==> config.mk <==
export PLATFORM = sky130hd
export DESIGN_NAME = xdma_handshake
export DESIGN_NICKNAME = d
export VERILOG_FILES = /design/src/rtl/xdma_pkg.sv /design/src/rtl/xdma_sync.sv /design/src/rtl/xdma_seq.sv /design/src/rtl/xdma_datapath.sv /design/src/rtl/xdma_handshake.sv
export SDC_FILE = /design/constraint.sdc
export NUM_CORES = 1
export LEC_CHECK = 0
export BUFFER_PORTS_ARGS = -buffer_cell sky130_fd_sc_hd__buf_2
export CORE_MARGIN = 10
export CORE_UTILIZATION = 48
export CTS_CLUSTER_DIAMETER = 200
export CTS_CLUSTER_SIZE = 14
export DETAILED_ROUTE_END_ITERATION = 16
export PLACE_DENSITY = 0.85
export SYNTH_ARGS = -nofsm -noshare
export SYNTH_HDL_FRONTEND = slang
export SYNTH_HIERARCHICAL = 1
export SYNTH_SLANG_ARGS = --single-unit
==> constraint.sdc <==
create_clock -name clk -period 2.6 [get_ports clk]
set_input_delay 0.52 -clock clk [delete_from_list [all_inputs] [get_ports clk]]
set_output_delay 0.52 -clock clk [all_outputs]
set_load 0.02 [all_outputs]
==> src/rtl/xdma_pkg.sv <==
package xdma_pkg;

    typedef enum logic [1:0] {
        ST_IDLE   = 2'd0,
        ST_BUSREQ = 2'd1,
        ST_READ   = 2'd2,
        ST_WRITE  = 2'd3
    } xdma_state_e;

    typedef struct packed {
        xdma_state_e state;
        logic        ack;
        logic        breq;
        logic        armed;
    } xdma_seq_t;

endpackage

==> src/rtl/xdma_sync.sv <==
module xdma_sync #(
    parameter int   STAGES  = 2,
    parameter logic RST_VAL = 1'b1
) (
    input  logic clk,
    input  logic rst,
    input  logic din,
    output logic dout
);

    logic [STAGES-1:0] stage_d, stage_q;

    generate
        if (STAGES == 1) begin : g_single
            always_comb stage_d = din;
        end else begin : g_chain
            always_comb stage_d = {stage_q[STAGES-2:0], din};
        end
    endgenerate

    always_ff @(posedge clk) begin
        if (rst) stage_q <= {STAGES{RST_VAL}};
        else     stage_q <= stage_d;
    end

    assign dout = stage_q[STAGES-1];

endmodule

==> src/rtl/xdma_seq.sv <==
module xdma_seq
    import xdma_pkg::*;
(
    input  logic clk,
    input  logic rst,
    input  logic req_act,
    input  logic bus_gnt,
    input  logic mem_rdy,
    output logic ack,
    output logic breq,
    output logic rd,
    output logic wr,
    output logic capture
);

    xdma_seq_t seq_d, seq_q;

    always_comb begin
        seq_d   = seq_q;
        capture = 1'b0;

        // re-arm once the synchronized request has been seen inactive
        if (!req_act) seq_d.armed = 1'b1;

        unique case (seq_q.state)
            ST_IDLE: begin
                if (req_act && seq_q.armed) begin
                    seq_d.state = ST_BUSREQ;
                    seq_d.ack   = 1'b1;
                    seq_d.armed = 1'b0;
                end
            end
            ST_BUSREQ: begin
                seq_d.breq = 1'b1;
                if (seq_q.breq && bus_gnt) seq_d.state = ST_READ;
            end
            ST_READ: begin
                if (mem_rdy) begin
                    capture     = 1'b1;
                    seq_d.state = ST_WRITE;
                end
            end
            ST_WRITE: begin
                if (mem_rdy) begin
                    seq_d.state = ST_IDLE;
                    seq_d.ack   = 1'b0;
                    seq_d.breq  = 1'b0;
                end
            end
            default: seq_d.state = ST_IDLE;
        endcase
    end

    always_ff @(posedge clk) begin
        if (rst) begin
            seq_q.state <= ST_IDLE;
            seq_q.ack   <= 1'b0;
            seq_q.breq  <= 1'b0;
            seq_q.armed <= 1'b0;
        end else begin
            seq_q <= seq_d;
        end
    end

    assign ack  = seq_q.ack;
    assign breq = seq_q.breq;
    assign rd   = (seq_q.state == ST_READ);
    assign wr   = (seq_q.state == ST_WRITE);

endmodule

==> src/rtl/xdma_datapath.sv <==
module xdma_datapath #(
    parameter int                ADDR_W   = 32,
    parameter int                DATA_W   = 32,
    parameter logic [ADDR_W-1:0] SRC_ADDR = '0,
    parameter logic [ADDR_W-1:0] DST_ADDR = '0
) (
    input  logic              clk,
    input  logic              rst,
    input  logic              capture,
    input  logic              rd,
    input  logic              wr,
    input  logic [DATA_W-1:0] rdata,
    output logic [ADDR_W-1:0] addr,
    output logic [DATA_W-1:0] wdata
);

    logic [DATA_W-1:0] hold_d, hold_q;

    always_comb begin
        hold_d = hold_q;
        if (capture) hold_d = rdata;
    end

    always_ff @(posedge clk) begin
        if (rst) hold_q <= '0;
        else     hold_q <= hold_d;
    end

    always_comb begin
        if (wr)      addr = DST_ADDR;
        else if (rd) addr = SRC_ADDR;
        else         addr = '0;
    end

    assign wdata = wr ? hold_q : '0;

endmodule

==> src/rtl/xdma_handshake.sv <==
module xdma_handshake #(
    parameter int                ADDR_W      = 32,
    parameter int                DATA_W      = 32,
    parameter int                SYNC_STAGES = 2,
    parameter logic [ADDR_W-1:0] SRC_ADDR    = 32'h0000_1000,
    parameter logic [ADDR_W-1:0] DST_ADDR    = 32'h0000_2000
) (
    input  logic              clk,
    input  logic              rst,
    input  logic              req_n_i,
    output logic              ack_n_o,
    output logic              bus_req_o,
    input  logic              bus_gnt_i,
    output logic              rd_o,
    output logic              wr_o,
    output logic [ADDR_W-1:0] addr_o,
    output logic [DATA_W-1:0] wdata_o,
    input  logic [DATA_W-1:0] rdata_i,
    input  logic              mem_rdy_i
);

    logic req_n_sync;
    logic ack, capture;

    xdma_sync #(
        .STAGES  (SYNC_STAGES),
        .RST_VAL (1'b1)
    ) u_sync (
        .clk  (clk),
        .rst  (rst),
        .din  (req_n_i),
        .dout (req_n_sync)
    );

    xdma_seq u_seq (
        .clk     (clk),
        .rst     (rst),
        .req_act (~req_n_sync),
        .bus_gnt (bus_gnt_i),
        .mem_rdy (mem_rdy_i),
        .ack     (ack),
        .breq    (bus_req_o),
        .rd      (rd_o),
        .wr      (wr_o),
        .capture (capture)
    );

    xdma_datapath #(
        .ADDR_W   (ADDR_W),
        .DATA_W   (DATA_W),
        .SRC_ADDR (SRC_ADDR),
        .DST_ADDR (DST_ADDR)
    ) u_dp (
        .clk     (clk),
        .rst     (rst),
        .capture (capture),
        .rd      (rd_o),
        .wr      (wr_o),
        .rdata   (rdata_i),
        .addr    (addr_o),
        .wdata   (wdata_o)
    );

    assign ack_n_o = ~ack;

endmodule

==> summary.txt <==
STA
  – Final Hold Fails: 0
  – Setup Skew: roughly 0.0047 ns
  – Fin Setup TNS: 0 ns
  – Crit path time final: between 2 and 2.5 ns
  – Worst Max-Slew Pin Slew: a little under 0.7 ns
  – Slew HR: 0.542
  – Endpoints failing setup: 0
  – Fin crit share: 0.786
  – Final Max Tran Viols: 0
  – RSZ-0062 raised after global routing: false
  – FMAX: 489 MHz

Setup path
  – CP required: between 2 and 2.5 ns
  – Crit. End Element: output pin
  – RR Startpoint: u_seq/seq_q[3]
  – Crit path DAT: about 1.5 ns
  – CP max FO: 21
  – Nature of the critical path startpoint: flop
  – Reg2reg setup slack: 0.78 ns
  – Worst-path cell chain: ha_1 > buf_4 > and2_1 > buf_2
  – WS Path Type: flop to output pin
  – Slowest cell on the critical path: dfxtp_1
  – Reg-to-reg endpoint: u_dp/hold_q[7]
  – CP max stage delay: roughly 0.39 ns
  – Worst Reg-to-Reg Cells: 6

Route
  – Pre-Repair DR Iteration Count: 4
  – Final WL: ~4500 µm
  – Vias per cell: approximately 4.5
  – Initial DRC Count: 48
  – Detail Route Antenna Nets: 0
  – WL/cell: ~14 µm
  – Detailed-route via count: 1,495
  – DRC: 0

Global routing
  – Total grt overflow: 0
  – Largest net degree at the start of global routing: slightly above 40
  – Vias in the first global route: ~1.6k
  – First-pass GRT wire length: 7290 µm
  – Global Route Usage Sum: 0.122
  – Initial antenna violation count: 0

Clock network
  – PostCTS Resize Cnt: 0
  – # hold bufs at CTS: 0
  – CTS root buf: clkbuf_8
  – Clock Tree Buf Depth: 2
  – Clock-pin slew of the registers on the worst-case setup and hold paths: ~0.070 ns
  – Sinks on Clock Net: 39
  – Post-CTS setup buffer count: 0
  – Clk_lat worst skew: around 0.28 ns
  – CTS tree: yes
  – Num CTS Buffers: 5
  – H-tree Lvls: 2

Floorplanning
  – Ports: approximately 110
  – Die Footprint: a little over 0.007 mm²
  – Core ar.: 0.00397 mm²
  – Die X: about 84 µm
  – Initial Utilization: 0.496
  – Die H: 84.1 µm
  – Row count: 23

Power
  – Sw Pwr: 364 µW
  – IR Drop Worst-Case VDD: 0.290 mV
  – Seq pwr share: 0.501
  – Clock Power Share: 0.308
  – Pint: slightly above 900 µW
  – Pleak: between 1 and 1.5 nW
  – Tot Pwr: between 1 and 1.5 mW
  – Sw frac: 0.280
  – Combinational power share: 0.190
  – PwrDens: between 500 and 600 mW/mm²

Min path
  – Hold Path Origin: u_sync/stage_q[0]
  – Min-Delay Path Class: flop to flop
  – Worst Hold Path Cells: 1
  – Hold endpoint: u_sync/stage_q[1]

Synthesis
  – Synth Register Bits: 39
  – Top cells by count, synth: dfxtp_1 (39), mux2i_1 (33), nor2_1 (33)
  – Synthesized area per cell: 9.42 µm²
  – EDFF count, synth: 0
  – Synth async-reset ratio: 0
  – Most frequent cell after synthesis: dfxtp_1
  – Largest cells by area after synthesis: dfxtp_1 (40%), mux2i_1 (17%), buf_4 (12%)
  – Sequential-to-total area share from yosys stat: 0.396
  – Yosys top cell area share: 0.396
  – Post-synth top flop: dfxtp_1
  – Yosys top cell by area: dfxtp_1
  – Yosys warning total: 6
  – Yosys cell types: 26
  – Cells after synthesis: between 200 and 250
  – Synth Cell Area: 0.00197 mm²

Placed design
  – Port bufs: 74
  – RePlAce Congestion: between 0.7 and 0.8
  – Dpl cells: roughly 320
  – Hpwl dp: between 3000 and 4000 µm

Run
  – Maxcap violations: 0

Cells and area
  – Final Non-Filler Cells: 331
  – Nets: ~320
  – Share of layout cells above drive strength 1: 0.306
  – Layout area overhead: 17.2%
  – Fillers: 392
  – # diodes: 0

Outcome
  – Status: finished, final reports clean
-- through the flow --
| stage | hold WS, ns | setup WS (ns) | util | area, µm² |
|---|---|---|---|---|
| 2_1_floorplan | 0.383 | 0.818 | - | 2080 |
| 3_5_place_dp | 0.397 | 0.773 | 0.559 | 2220 |
| 6_report | 0.407 | 0.555 | 0.581 | 2310 |
| 4_1_cts | 0.413 | 0.552 | 0.581 | 2310 |
| 3_3_place_gp | 0.386 | 0.837 | 0.559 | 2220 |
| 5_1_grt | 0.434 | 0.418 | 0.581 | 2310 |
-- placed cells by master (no fill, tap or decap), types with 2 or more instances in the layout --
cell / Yosys / layout
nand2_1: 2 / 2
a21oi_1: 3 / 3
dfxtp_1: 39 / 39
nor2_1: 33 / 33
buf_2: 0 / 74
clkbuf_8: 0 / 6
ha_1: 4 / 4
and2_1: 32 / 32
mux2i_1: 33 / 33
or2_1: 2 / 2
nand2b_1: 3 / 3
buf_4: 31 / 2
conb_1: 1 / 30
inv_1: 5 / 5
-- cells by family (layout without fill, tap and decap cells) --
family,count (synthesis),after routing,synth area share
other,1,30,0.00190
muxes,33,33,0.168
buffers and inverters,46,89,0.175
AOI/OAI and AO/OA,10,10,0.0349
DFF,39,39,0.396
adders and majority gates,4,4,0.0254
and+or+nand+nor,76,76,0.198
-- per-layer routing --
metal  track usage  vias up  wire (µm)
li1              -      746          -
met1         0.115      686       1730
met2         0.228       56       2350
met3        0.0576        7        402
met4        0.0320        0         61
met5             0        -          0
-- power groups by stage --
stage / registers (mW) / clock network [mW] / logic, mW
after floorplan: 0.666 / 0 / 0.215
after global placement: 0.663 / 0 / 0.237
after detailed placement: 0.665 / 0 / 0.240
after CTS: 0.651 / 0.416 / 0.246
after global routing: 0.656 / 0.437 / 0.273
final: 0.652 / 0.400 / 0.247
-- registers in the layout, summed over array words and instances, names as in the netlist --
name and cells:
u_sync/stage_q 2, u_seq/breq 1, u_dp/hold_q 32, u_seq/seq_q 3, u_seq/ack 1
-- cell type report --
cell class	count	area, µm²	area share
Multi-Input combinational cell	153	952	0.413
Timing Repair Buffer	77	405	0.176
Tap cell	50	62.6	0.0271
Inverter	5	18.8	0.00813
Sequential cell	39	781	0.338
Clock inverter	1	5.00	0.00217
Clock buffer	6	82.6	0.0358
-- worst max-delay path: cells and delay by family (launching register included) --
family / cells / cell delay (ns)
flops: 1 / 0.39
simple gates: 1 / 0.15
buf+inv: 2 / 0.41
fa+ha+maj: 1 / 0.28
-- how the worst max path moves through the flow --
stage,from,end,slack (ns),cells past startpoint
final,u_seq/seq_q[4],wdata_o[5],0.56,4
after CTS,u_seq/seq_q[4],wdata_o[5],0.55,4
after global placement,mem_rdy_i,u_dp/hold_q[31],0.84,5
after global routing,u_seq/seq_q[4],wdata_o[14],0.42,4
after floorplan,u_seq/seq_q[4],wdata_o[0],0.82,3
after detailed placement,u_seq/seq_q[3],u_dp/hold_q[7],0.77,6
Power figures use the tool's default switching activity.
